==> src/rtl/stx_pkg.sv <==
// Shared types and constants for the sample stream transmit sequencer.
// Assumes an 8-bit transmit byte and a 16-bit conversion result.
package stx_pkg;

    localparam int BYTE_W     = 8;
    localparam int SAMPLE_W   = 2 * BYTE_W;
    localparam int HDR_LEN    = 10;                 // 9 bytes plus zero terminator
    localparam int HDR_IDX_W  = $clog2(HDR_LEN);
    localparam logic [BYTE_W-1:0] CH_CR   = 8'h0D;
    localparam logic [BYTE_W-1:0] CH_LF   = 8'h0A;
    localparam logic [BYTE_W-1:0] CH_FILL = 8'hFF;

    typedef enum logic [2:0] {
        ST_IDLE,
        ST_HDR,
        ST_WAIT,
        ST_HI,
        ST_LO,
        ST_TRL
    } stx_state_t;

    // Header table: CR LF "SCAN>" CR LF, then a zero terminator
    function automatic logic [BYTE_W-1:0] hdr_char(input int idx);
        case (idx)
            0:       return CH_CR;
            1:       return CH_LF;
            2:       return 8'h53;
            3:       return 8'h43;
            4:       return 8'h41;
            5:       return 8'h4E;
            6:       return 8'h3E;
            7:       return CH_CR;
            8:       return CH_LF;
            default: return 8'h00;
        endcase
    endfunction

endpackage

==> src/rtl/stx_hdr_rom.sv <==
// Constant header table.
// Returns the header byte at idx_i; any index past the text reads zero,
// and the controller treats zero as the end of the header.
module stx_hdr_rom #(
    parameter int IDX_W = stx_pkg::HDR_IDX_W
) (
    input  logic [IDX_W-1:0]          idx_i,
    output logic [stx_pkg::BYTE_W-1:0] byte_o
);
    // Table lookup
    always_comb begin
        byte_o = stx_pkg::hdr_char(32'(idx_i));
    end
endmodule

==> src/rtl/stx_hold.sv <==
// Single-entry result holding slot with overrun detection.
// Takes a result when armed and either empty or being released in the same
// cycle. A strobe that finds the slot full and not releasing is dropped and
// raises the sticky error, which only clr_i (an accepted start) clears.
module stx_hold (
    input  logic                          clk,
    input  logic                          rst_n,
    input  logic                          clr_i,
    input  logic                          arm_i,
    input  logic                          strobe_i,
    input  logic [stx_pkg::SAMPLE_W-1:0]  data_i,
    input  logic                          release_i,
    output logic                          full_o,
    output logic [stx_pkg::SAMPLE_W-1:0]  data_o,
    output logic                          err_o
);
    logic                         full_q;
    logic                         err_q;
    logic [stx_pkg::SAMPLE_W-1:0] data_q;
    logic                         take;

    // Slot can take a new result
    assign take = arm_i && strobe_i && (!full_q || release_i);

    // Slot occupancy and error flag
    always_ff @(posedge clk) begin
        if (!rst_n) begin
            full_q <= 1'b0;
            err_q  <= 1'b0;
        end else begin
            if (take)
                full_q <= 1'b1;
            else if (release_i)
                full_q <= 1'b0;
            if (clr_i)
                err_q <= 1'b0;
            else if (arm_i && strobe_i && full_q && !release_i)
                err_q <= 1'b1;
        end
    end

    // Result storage
    always_ff @(posedge clk) begin
        if (!rst_n)
            data_q <= '0;
        else if (take)
            data_q <= data_i;
    end

    assign full_o = full_q;
    assign data_o = data_q;
    assign err_o  = err_q;
endmodule

==> src/rtl/stx_ctrl.sv <==
// Run sequencer: header, data pairs, trailer.
// Assumes the holding slot reports full_i with stable data while a sample is
// pending. Counts samples down from the loaded value; the run's data phase
// ends after the sample sent while the count is zero.
module stx_ctrl #(
    parameter int COUNT_W = 16,
    parameter int FILL_N  = 8
) (
    input  logic                          clk,
    input  logic                          rst_n,
    input  logic                          start_i,
    input  logic [COUNT_W-1:0]            count_i,
    input  logic                          full_i,
    input  logic [stx_pkg::SAMPLE_W-1:0]  held_i,
    input  logic                          tx_ready_i,
    input  logic [stx_pkg::BYTE_W-1:0]    hdr_byte_i,
    output logic [stx_pkg::HDR_IDX_W-1:0] hdr_idx_o,
    output logic [stx_pkg::BYTE_W-1:0]    tx_data_o,
    output logic                          tx_valid_o,
    output logic                          release_o,
    output logic                          arm_o,
    output logic                          start_ok_o,
    output logic                          busy_o,
    output logic                          done_o
);
    import stx_pkg::*;

    localparam int TRL_LEN   = FILL_N + 2;
    localparam int TRL_IDX_W = $clog2(TRL_LEN);
    localparam logic [TRL_IDX_W-1:0] TRL_LAST = TRL_IDX_W'(TRL_LEN - 1);
    localparam logic [TRL_IDX_W-1:0] TRL_CR   = TRL_IDX_W'(FILL_N);

    stx_state_t             state_q;
    logic [COUNT_W-1:0]     cnt_q;
    logic [HDR_IDX_W-1:0]   hidx_q;
    logic [TRL_IDX_W-1:0]   tidx_q;
    logic                   done_q;
    logic                   last_smp;
    logic [BYTE_W-1:0]      trl_byte;

    // Final sample of the run is the one sent at count zero
    assign last_smp = (cnt_q == '0);

    // Trailer byte: fill bytes, then CR, then LF
    always_comb begin
        if (tidx_q < TRL_CR)
            trl_byte = CH_FILL;
        else if (tidx_q == TRL_CR)
            trl_byte = CH_CR;
        else
            trl_byte = CH_LF;
    end

    // Output byte and valid selected by state
    always_comb begin
        tx_valid_o = 1'b0;
        tx_data_o  = '0;
        case (state_q)
            ST_HDR: begin
                tx_data_o  = hdr_byte_i;
                tx_valid_o = (hdr_byte_i != '0);
            end
            ST_HI: begin
                tx_data_o  = held_i[SAMPLE_W-1:BYTE_W];
                tx_valid_o = 1'b1;
            end
            ST_LO: begin
                tx_data_o  = held_i[BYTE_W-1:0];
                tx_valid_o = 1'b1;
            end
            ST_TRL: begin
                tx_data_o  = trl_byte;
                tx_valid_o = 1'b1;
            end
            default: begin
                tx_valid_o = 1'b0;
                tx_data_o  = '0;
            end
        endcase
    end

    // State, counters and done pulse
    always_ff @(posedge clk) begin
        if (!rst_n) begin
            state_q <= ST_IDLE;
            cnt_q   <= '0;
            hidx_q  <= '0;
            tidx_q  <= '0;
            done_q  <= 1'b0;
        end else begin
            done_q <= 1'b0;
            case (state_q)
                ST_IDLE: begin
                    if (start_i) begin
                        state_q <= ST_HDR;
                        cnt_q   <= count_i;
                        hidx_q  <= '0;
                    end
                end
                ST_HDR: begin
                    if (hdr_byte_i == '0)
                        state_q <= ST_WAIT;
                    else if (tx_ready_i)
                        hidx_q <= hidx_q + 1'b1;
                end
                ST_WAIT: begin
                    if (full_i)
                        state_q <= ST_HI;
                end
                ST_HI: begin
                    if (tx_ready_i)
                        state_q <= ST_LO;
                end
                ST_LO: begin
                    if (tx_ready_i) begin
                        cnt_q <= cnt_q - 1'b1;
                        if (last_smp) begin
                            state_q <= ST_TRL;
                            tidx_q  <= '0;
                        end else begin
                            state_q <= ST_WAIT;
                        end
                    end
                end
                ST_TRL: begin
                    if (tx_ready_i) begin
                        if (tidx_q == TRL_LAST) begin
                            state_q <= ST_IDLE;
                            done_q  <= 1'b1;
                        end else begin
                            tidx_q <= tidx_q + 1'b1;
                        end
                    end
                end
                default: state_q <= ST_IDLE;
            endcase
        end
    end

    // Low byte accepted: held sample is fully sent
    assign release_o  = (state_q == ST_LO) && tx_ready_i;
    // Strobes taken during header and data, never after the last sample
    assign arm_o      = (state_q == ST_HDR) || (state_q == ST_WAIT) ||
                        (state_q == ST_HI)  || ((state_q == ST_LO) && !last_smp);
    assign start_ok_o = (state_q == ST_IDLE) && start_i;
    assign busy_o     = (state_q != ST_IDLE);
    assign done_o     = done_q;
    assign hdr_idx_o  = hidx_q;
endmodule

==> src/rtl/sample_tx_seq.sv <==
// Sample stream transmit sequencer, top level.
// Frames a run of 16-bit results as header, raw byte pairs (high first) and
// trailer on a valid/ready byte interface. Assumes one-cycle result strobes.
module sample_tx_seq #(
    parameter int COUNT_W = 16,
    parameter int FILL_N  = 8
) (
    input  logic               clk,
    input  logic               rst_n,
    input  logic               start_i,
    input  logic [COUNT_W-1:0] count_i,
    input  logic               res_valid_i,
    input  logic [15:0]        res_data_i,
    input  logic               tx_ready_i,
    output logic [7:0]         tx_data_o,
    output logic               tx_valid_o,
    output logic               err_o,
    output logic               busy_o,
    output logic               done_o
);
    import stx_pkg::*;

    logic [HDR_IDX_W-1:0] hdr_idx;
    logic [BYTE_W-1:0]    hdr_byte;
    logic                 full;
    logic [SAMPLE_W-1:0]  held;
    logic                 rel;
    logic                 arm;
    logic                 start_ok;

    stx_hdr_rom #(.IDX_W(HDR_IDX_W)) u_rom (
        .idx_i  (hdr_idx),
        .byte_o (hdr_byte)
    );

    stx_hold u_hold (
        .clk       (clk),
        .rst_n     (rst_n),
        .clr_i     (start_ok),
        .arm_i     (arm),
        .strobe_i  (res_valid_i),
        .data_i    (res_data_i),
        .release_i (rel),
        .full_o    (full),
        .data_o    (held),
        .err_o     (err_o)
    );

    stx_ctrl #(.COUNT_W(COUNT_W), .FILL_N(FILL_N)) u_ctrl (
        .clk        (clk),
        .rst_n      (rst_n),
        .start_i    (start_i),
        .count_i    (count_i),
        .full_i     (full),
        .held_i     (held),
        .tx_ready_i (tx_ready_i),
        .hdr_byte_i (hdr_byte),
        .hdr_idx_o  (hdr_idx),
        .tx_data_o  (tx_data_o),
        .tx_valid_o (tx_valid_o),
        .release_o  (rel),
        .arm_o      (arm),
        .start_ok_o (start_ok),
        .busy_o     (busy_o),
        .done_o     (done_o)
    );
endmodule

==> config.mk <==
export PLATFORM = sky130hd
export DESIGN_NAME = sample_tx_seq
export DESIGN_NICKNAME = d
export VERILOG_FILES = /design/src/rtl/stx_pkg.sv /design/src/rtl/stx_hdr_rom.sv /design/src/rtl/stx_hold.sv /design/src/rtl/stx_ctrl.sv /design/src/rtl/sample_tx_seq.sv
export SDC_FILE = /design/constraint.sdc
export NUM_CORES = 1
export LEC_CHECK = 0
export CAP_MARGIN = 20
export CORE_ASPECT_RATIO = 0.9
export CORE_MARGIN = 2
export CORE_UTILIZATION = 35
export DETAILED_ROUTE_END_ITERATION = 8
export GPL_TIMING_DRIVEN = 0
export SETUP_SLACK_MARGIN = 0.02
export SKIP_LAST_GASP = 1
export SYNTH_ARGS = -nofsm -noshare
export SYNTH_HDL_FRONTEND = slang
export SYNTH_SLANG_ARGS = --single-unit
==> constraint.sdc <==
create_clock -name clk -period 3.36 [get_ports clk]
set_clock_uncertainty 0.15 [all_clocks]
set_input_delay 0.336 -clock clk [delete_from_list [all_inputs] [get_ports clk]]
set_output_delay 0.336 -clock clk [all_outputs]
set_load 0.01 [all_outputs]
Word-level counts from Yosys, hierarchy flattened. Memory sizes are Yosys's and may differ from the RTL's. A register that Yosys moved wholly into a read port is not among the register bits. Cells that the tools add are included.

Bits in registers: 46. Bits in read-only memories: 112. Bits of input ports: 37. Output and inout port bits: 12. Word-level logic and storage cells: 92. Memories kept: 1.

Add/subtract/negate cells: 3. Order comparisons: 1. Eq/ne operators: 18. Multiplexer cells: 30. Bitwise operators: 1. Reduce and logical (&&, ||, !) cells: 30.

Memories: (name not given) (depth 16, bits a word 7, rd ports 1, clocked after memory_dff 1, write ports 0, RTL line stx_pkg.sv:24) `case (idx)`.

Operators with widths (count): $mux W4 (9); $mux W16 (2); $pmux W16 S2 (1); $pmux W8 S4 (1); $mux W3 (9); $pmux W3 S6 (1); $logic_not A16 Y1 (1); $ne A2 B2 Y1 const B (8); $pmux W4 S2 (2); $sub A16 B1 Y16 const B (1); $add A4 B1 Y4 const B (2); $eq A4 B4 Y1 const B (2); $logic_not A8 Y1 (1); $mux W8 (1); $reduce_bool A2 Y1 (4); $reduce_bool A8 Y1 (1); $logic_and A1 B1 Y1 (7); $reduce_and A7 Y1 (1); $eq A3 B2 Y1 const B (2); $eq A3 B3 Y1 const B (2); $ne A2 B1 Y1 const B (3); $reduce_and A3 Y1 (2); $reduce_and A5 Y1 (1); $logic_or A1 B1 Y1 (4); other kinds (11) (15).

Depth between registers and ports, before layout.
Depth after elaboration: 7. Depth in mapped cells: 12. Mapped depth without buffers: 11.

Modules after synthesis. From an unflattened synthesis, not the netlist that was laid out.

Cell total of the unflattened synthesis: 389. Area total of the unflattened synthesis: 3166.8 µm².

Modules (own cells, without submodules): stx_ctrl (instances 1, cells each 287, area an instance 2225.9 µm², sequential area each 560.5 µm²); stx_hold (instances 1, cells each 78, area an instance 745.7 µm², sequential area each 360.3 µm²); stx_hdr_rom (instances 1, cells each 24, area an instance 195.2 µm², sequential area each 0.0 µm²).

Worst setup path after synthesis. No wires, ideal clock.

Path kind: reg-to-reg. From: register u_ctrl.state_q[1]. To: register, netlist name u_rom.byte_o[1]. Setup time: 0.117 ns. Arrival: 2.290 ns. Required time: 3.093 ns. Slack: 0.803 ns. Stages on the path, launching flop included: 10. Path buffers: 1. Clock period less this slack: 2.557 ns. Cells stage by stage: dfxtp_1 > buf_2 > or4b_1 > nand2_4 > mux2_2 > ha_1 > nand2_1 > a311oi_1 > o21bai_2 > a22o_1.

Longest elaborated chain between the ends: 5. Elaborated cells between the ends (all ways): 10. Those cells by class: 4 x eq/ne; 3 x mux; 3 x reduce/logical.

RTL lines: start: declaration (RTL line stx_ctrl.sv:33) `stx_state_t state_q;`; start signal: assignment (RTL line stx_ctrl.sv:85) `state_q <= ST_IDLE;`; start signal: assignment (RTL line stx_ctrl.sv:95) `state_q <= ST_HDR;`; start signal: assignment (RTL line stx_ctrl.sv:102) `state_q <= ST_WAIT;`; $eq A3 B1 Y1 or $logic_not A3 Y1 (tied branches) (RTL line stx_ctrl.sv:92) `case (state_q)`; $ne A2 B2 Y1 (no line) or $reduce_bool A2 Y1 (tied branches); $reduce_and A4 Y1 (no line); $mux W4 (no line) (*) (2 in series).

Every way passes the cells marked *; elsewhere a longest branch is shown, timed or not. A chain may end at the register's enable or synchronous reset.

Final worst setup path.
From: register u_ctrl.state_q[1]. To: output tx_data_o[0].

Longest elaborated chain between the ends: 2. Elaborated cells between the ends (all ways): 5. Those cells by class: 4 x eq/ne; 1 x mux.

RTL lines: $eq A3 B3 Y1, or another cell as far along (RTL line stx_ctrl.sv:58) `case (state_q)`; $pmux W8 S4 (*) (RTL line stx_ctrl.sv:58); end: declaration (RTL line sample_tx_seq.sv:15) `output logic [7:0] tx_data_o,`.

Marked as above.

==> results.md <==
- Result of the run: completed
- Via count of the first global-routing pass: 2758
- Maximum net fanout on the critical path: 10
- Maximum root-to-sink buffer count: 2
- Final clock period utilization by the worst path: 92.2%
- Initial DRC Count: 178
- Vias per Instance: 5.32
- Area fraction of the dominant cell type after synthesis: 35.3%
- Most common library cell in the layout ignoring fill and taps: nand2_1
- H-tree depth: 2
- Design area: 3730 sq um
- Placed cell area: 3640 sq um
- Layout cell share with drive strength beyond 1: 8.45%
- Peak VDD IR: 253 uV
- Final GP Congestion: 0.879
- Crit Path Category: flip-flop to primary output
- Worst Tran Pin Value: 688 ps
- Portion of the post-synthesis area used by sequential elements: 35.3%
- Post-Route WL: 8680 um
- Final-report max-slew violation count: 0
- Mean post-synth cell area: 7.87 sq um
- DRC violations left: 0
- Number of rows created at floorplan: 32
- Library cells used by synthesis: 64
- Detailed placement HPWL: 6360 um
- Number of nets with antenna violations after detailed routing: 0
- Pin count of the biggest net entering global routing: 18
- Number of max-capacitance violations reported: 0
- Maximum frequency from static timing analysis: 323 MHz
- Worst slew margin relative to its limit: 53.7%
- Most used cells in the layout excluding fill and tap cells: nand2_1, dfxtp_1, clkdlybuf4s50_1
- Mapped Cells: 382
- Final hold violation count: 0
- Startpoint type of the worst setup path: flip-flop
- TritonCTS clock tree: built
- Synth Net Count: 428
- Wire length of the first global-routing pass: 14100 um
- Clock transition at path regs: 100 ps
- Most used flip-flop cell after synthesis: dfxtp_1
- Overall power of the completed layout: 2.30 mW
- Antenna violations before repair: 0
- Std-Cell Core Area: 8450 sq um
- Pwr dens: 617 nW/um^2
- Biggest area contributors in the synthesized netlist: dfxtp_1, o21ai_0, nand2_1, nor2_1, nand3_1
- Crit path time final: 3100 ps
- Yosys warning total: 0
- Kind of end point of the critical path: primary output
- Antenna diode count: 0
- Worst Hold Class: flip-flop to flip-flop
- Number of search-and-repair iterations in the first detailed-routing pass: 6
- Ports placed on the boundary: 49
- Hold buffer count at cts: 0
- LEAKAGE: 1.38 nW
- Clk root buf: clkbuf_8
- Setup TNS: 0 ps
- Final setup violation count: 0
- Area grow syn2layout: 24.2%
- Layout Utilization: 44.2%
- Die boundary height: 91.9 um
- Via count: 2962
- Floorplan die area: 9350 sq um
- Total GRT Usage: 19.2%
- Netlist area before placement: 3010 sq um
- Buffers on Ports: 48
- Width of the chip: 102 um
- Starting density of the core: 35.6%
- Yosys top cell by area: dfxtp_1
- Avg WL per Cell: 15.6 um
- Latest clock arrival within the worst-skew pair: 320 ps
- Synth Register Bits: 53
- Clock Sinks: 53
- Flop-to-flop setup slack: 530 ps
- Number of flops mapped to enable cells by yosys: 0
- Filler Cells Inserted: 851
- Setup repair after global routing missed its margin: false
- Aggregate global routing overflow: 0
- Worst path required time: 2870 ps
- Final #Nets: 483
- Number of CTS-inserted buffers: 5
- Asr flop ratio synth: 0%
- Critical Path AT: 2610 ps
worst paths after layout:
kind,from,depth (start not counted),to
worst min-delay path,u_hold.data_o[15]$_SDFFE_PN0P_,2,u_hold.data_o[15]$_SDFFE_PN0P_
worst max register to register,u_ctrl.state_q[2]$_SDFFE_PN0P_,9,u_rom.byte_o[1]$_DFF_P_
worst max-delay path,u_ctrl.state_q[1]$_SDFFE_PN0P_,5,tx_data_o[0]
worst min register to register,u_hold.data_o[15]$_SDFFE_PN0P_,2,u_hold.data_o[15]$_SDFFE_PN0P_
layer usage:
| layer | global-route usage (%) | wire length, um | vias up |
|---|---|---|---|
| met5 | 0 | 0 | - |
| met4 | 4.05 | 76 | 0 |
| met3 | 3.43 | 584 | 8 |
| met2 | 31.4 | 3890 | 106 |
| met1 | 26.3 | 4130 | 1358 |
| li1 | - | - | 1490 |
worst max-delay path, cell delays in order (launching register included):
cell	delay, ps
dfxtp_1	350
buf_2	200
nor3_4	430
clkbuf_1	500
a221o_1	280
clkdlybuf4s50_1	550
cell usage after synthesis (all sizes together), types with 5 or more instances:
master and number:
clkbuf 17, inv 15, buf 5, mux2i 7
ha 9, a211oi 6, nor2 35, nand2 57
a22o 6, dfxtp 53, a21oi 21, nand3 24
o21ai 45, nor3 5, o22ai 8
stage by stage:
| step | hold slack (ps) | cells | setup slack [ps] |
|---|---|---|---|
| 6_report | 327 | 557 | 262 |
| 5_1_grt | 352 | 557 | 111 |
| 4_1_cts | 333 | 557 | 83.3 |
| 3_5_place_dp | 316 | 549 | 309 |
| 3_3_place_gp | 308 | 549 | 326 |
| 2_1_floorplan | 288 | 382 | 803 |
state kept, by name, summed over array words and instances (netlist names):
name / cells
u_ctrl.hdr_idx_o: 4
u_ctrl.cnt_q: 16
u_hold.data_o: 16
u_hold.err_o: 1
u_ctrl.done_o: 1
u_hold.full_o: 1
u_rom.byte_o: 7
u_ctrl.tidx_q: 4
u_ctrl.state_q: 3
cells by family after synthesis:
| group | after synthesis | synth area share (%) |
|---|---|---|
| buf+inv | 38 | 4.95 |
| compound gates | 112 | 24.8 |
| fa+ha+maj | 9 | 3.75 |
| mux | 11 | 3.83 |
| simple gates | 155 | 26.2 |
| flops | 53 | 35.3 |
| xor+xnor | 4 | 1.17 |
cell type report:
class                           count  area (sq um)  share of cell area [%]
Multi-Input combinational cell    291          1800                    48.3
Sequential cell                    53          1060                    28.4
Timing Repair Buffer               48           480                    12.9
Tap cell                          119           149                    3.99
Buffer                             22          88.8                    2.38
Clock buffer                        5          68.8                    1.84
Inverter                           16          60.1                    1.61
Clock inverter                      3          22.5                   0.603
where the power goes:
group	switching, mW	leakage (nW)	internal, mW	total [mW]
Clock	0.232	0.0481	0.149	0.381
Sequential	0.101	0.432	0.747	0.848
Combinational	0.628	0.895	0.445	1.07
repair_timing:
item,4_1_cts,5_1_grt
buffers inserted,0,0
endpoints found under the hold margin,0,0
setup endpoints to repair,0,7
resized for setup,0,1
(Power assumes the default switching activity.)
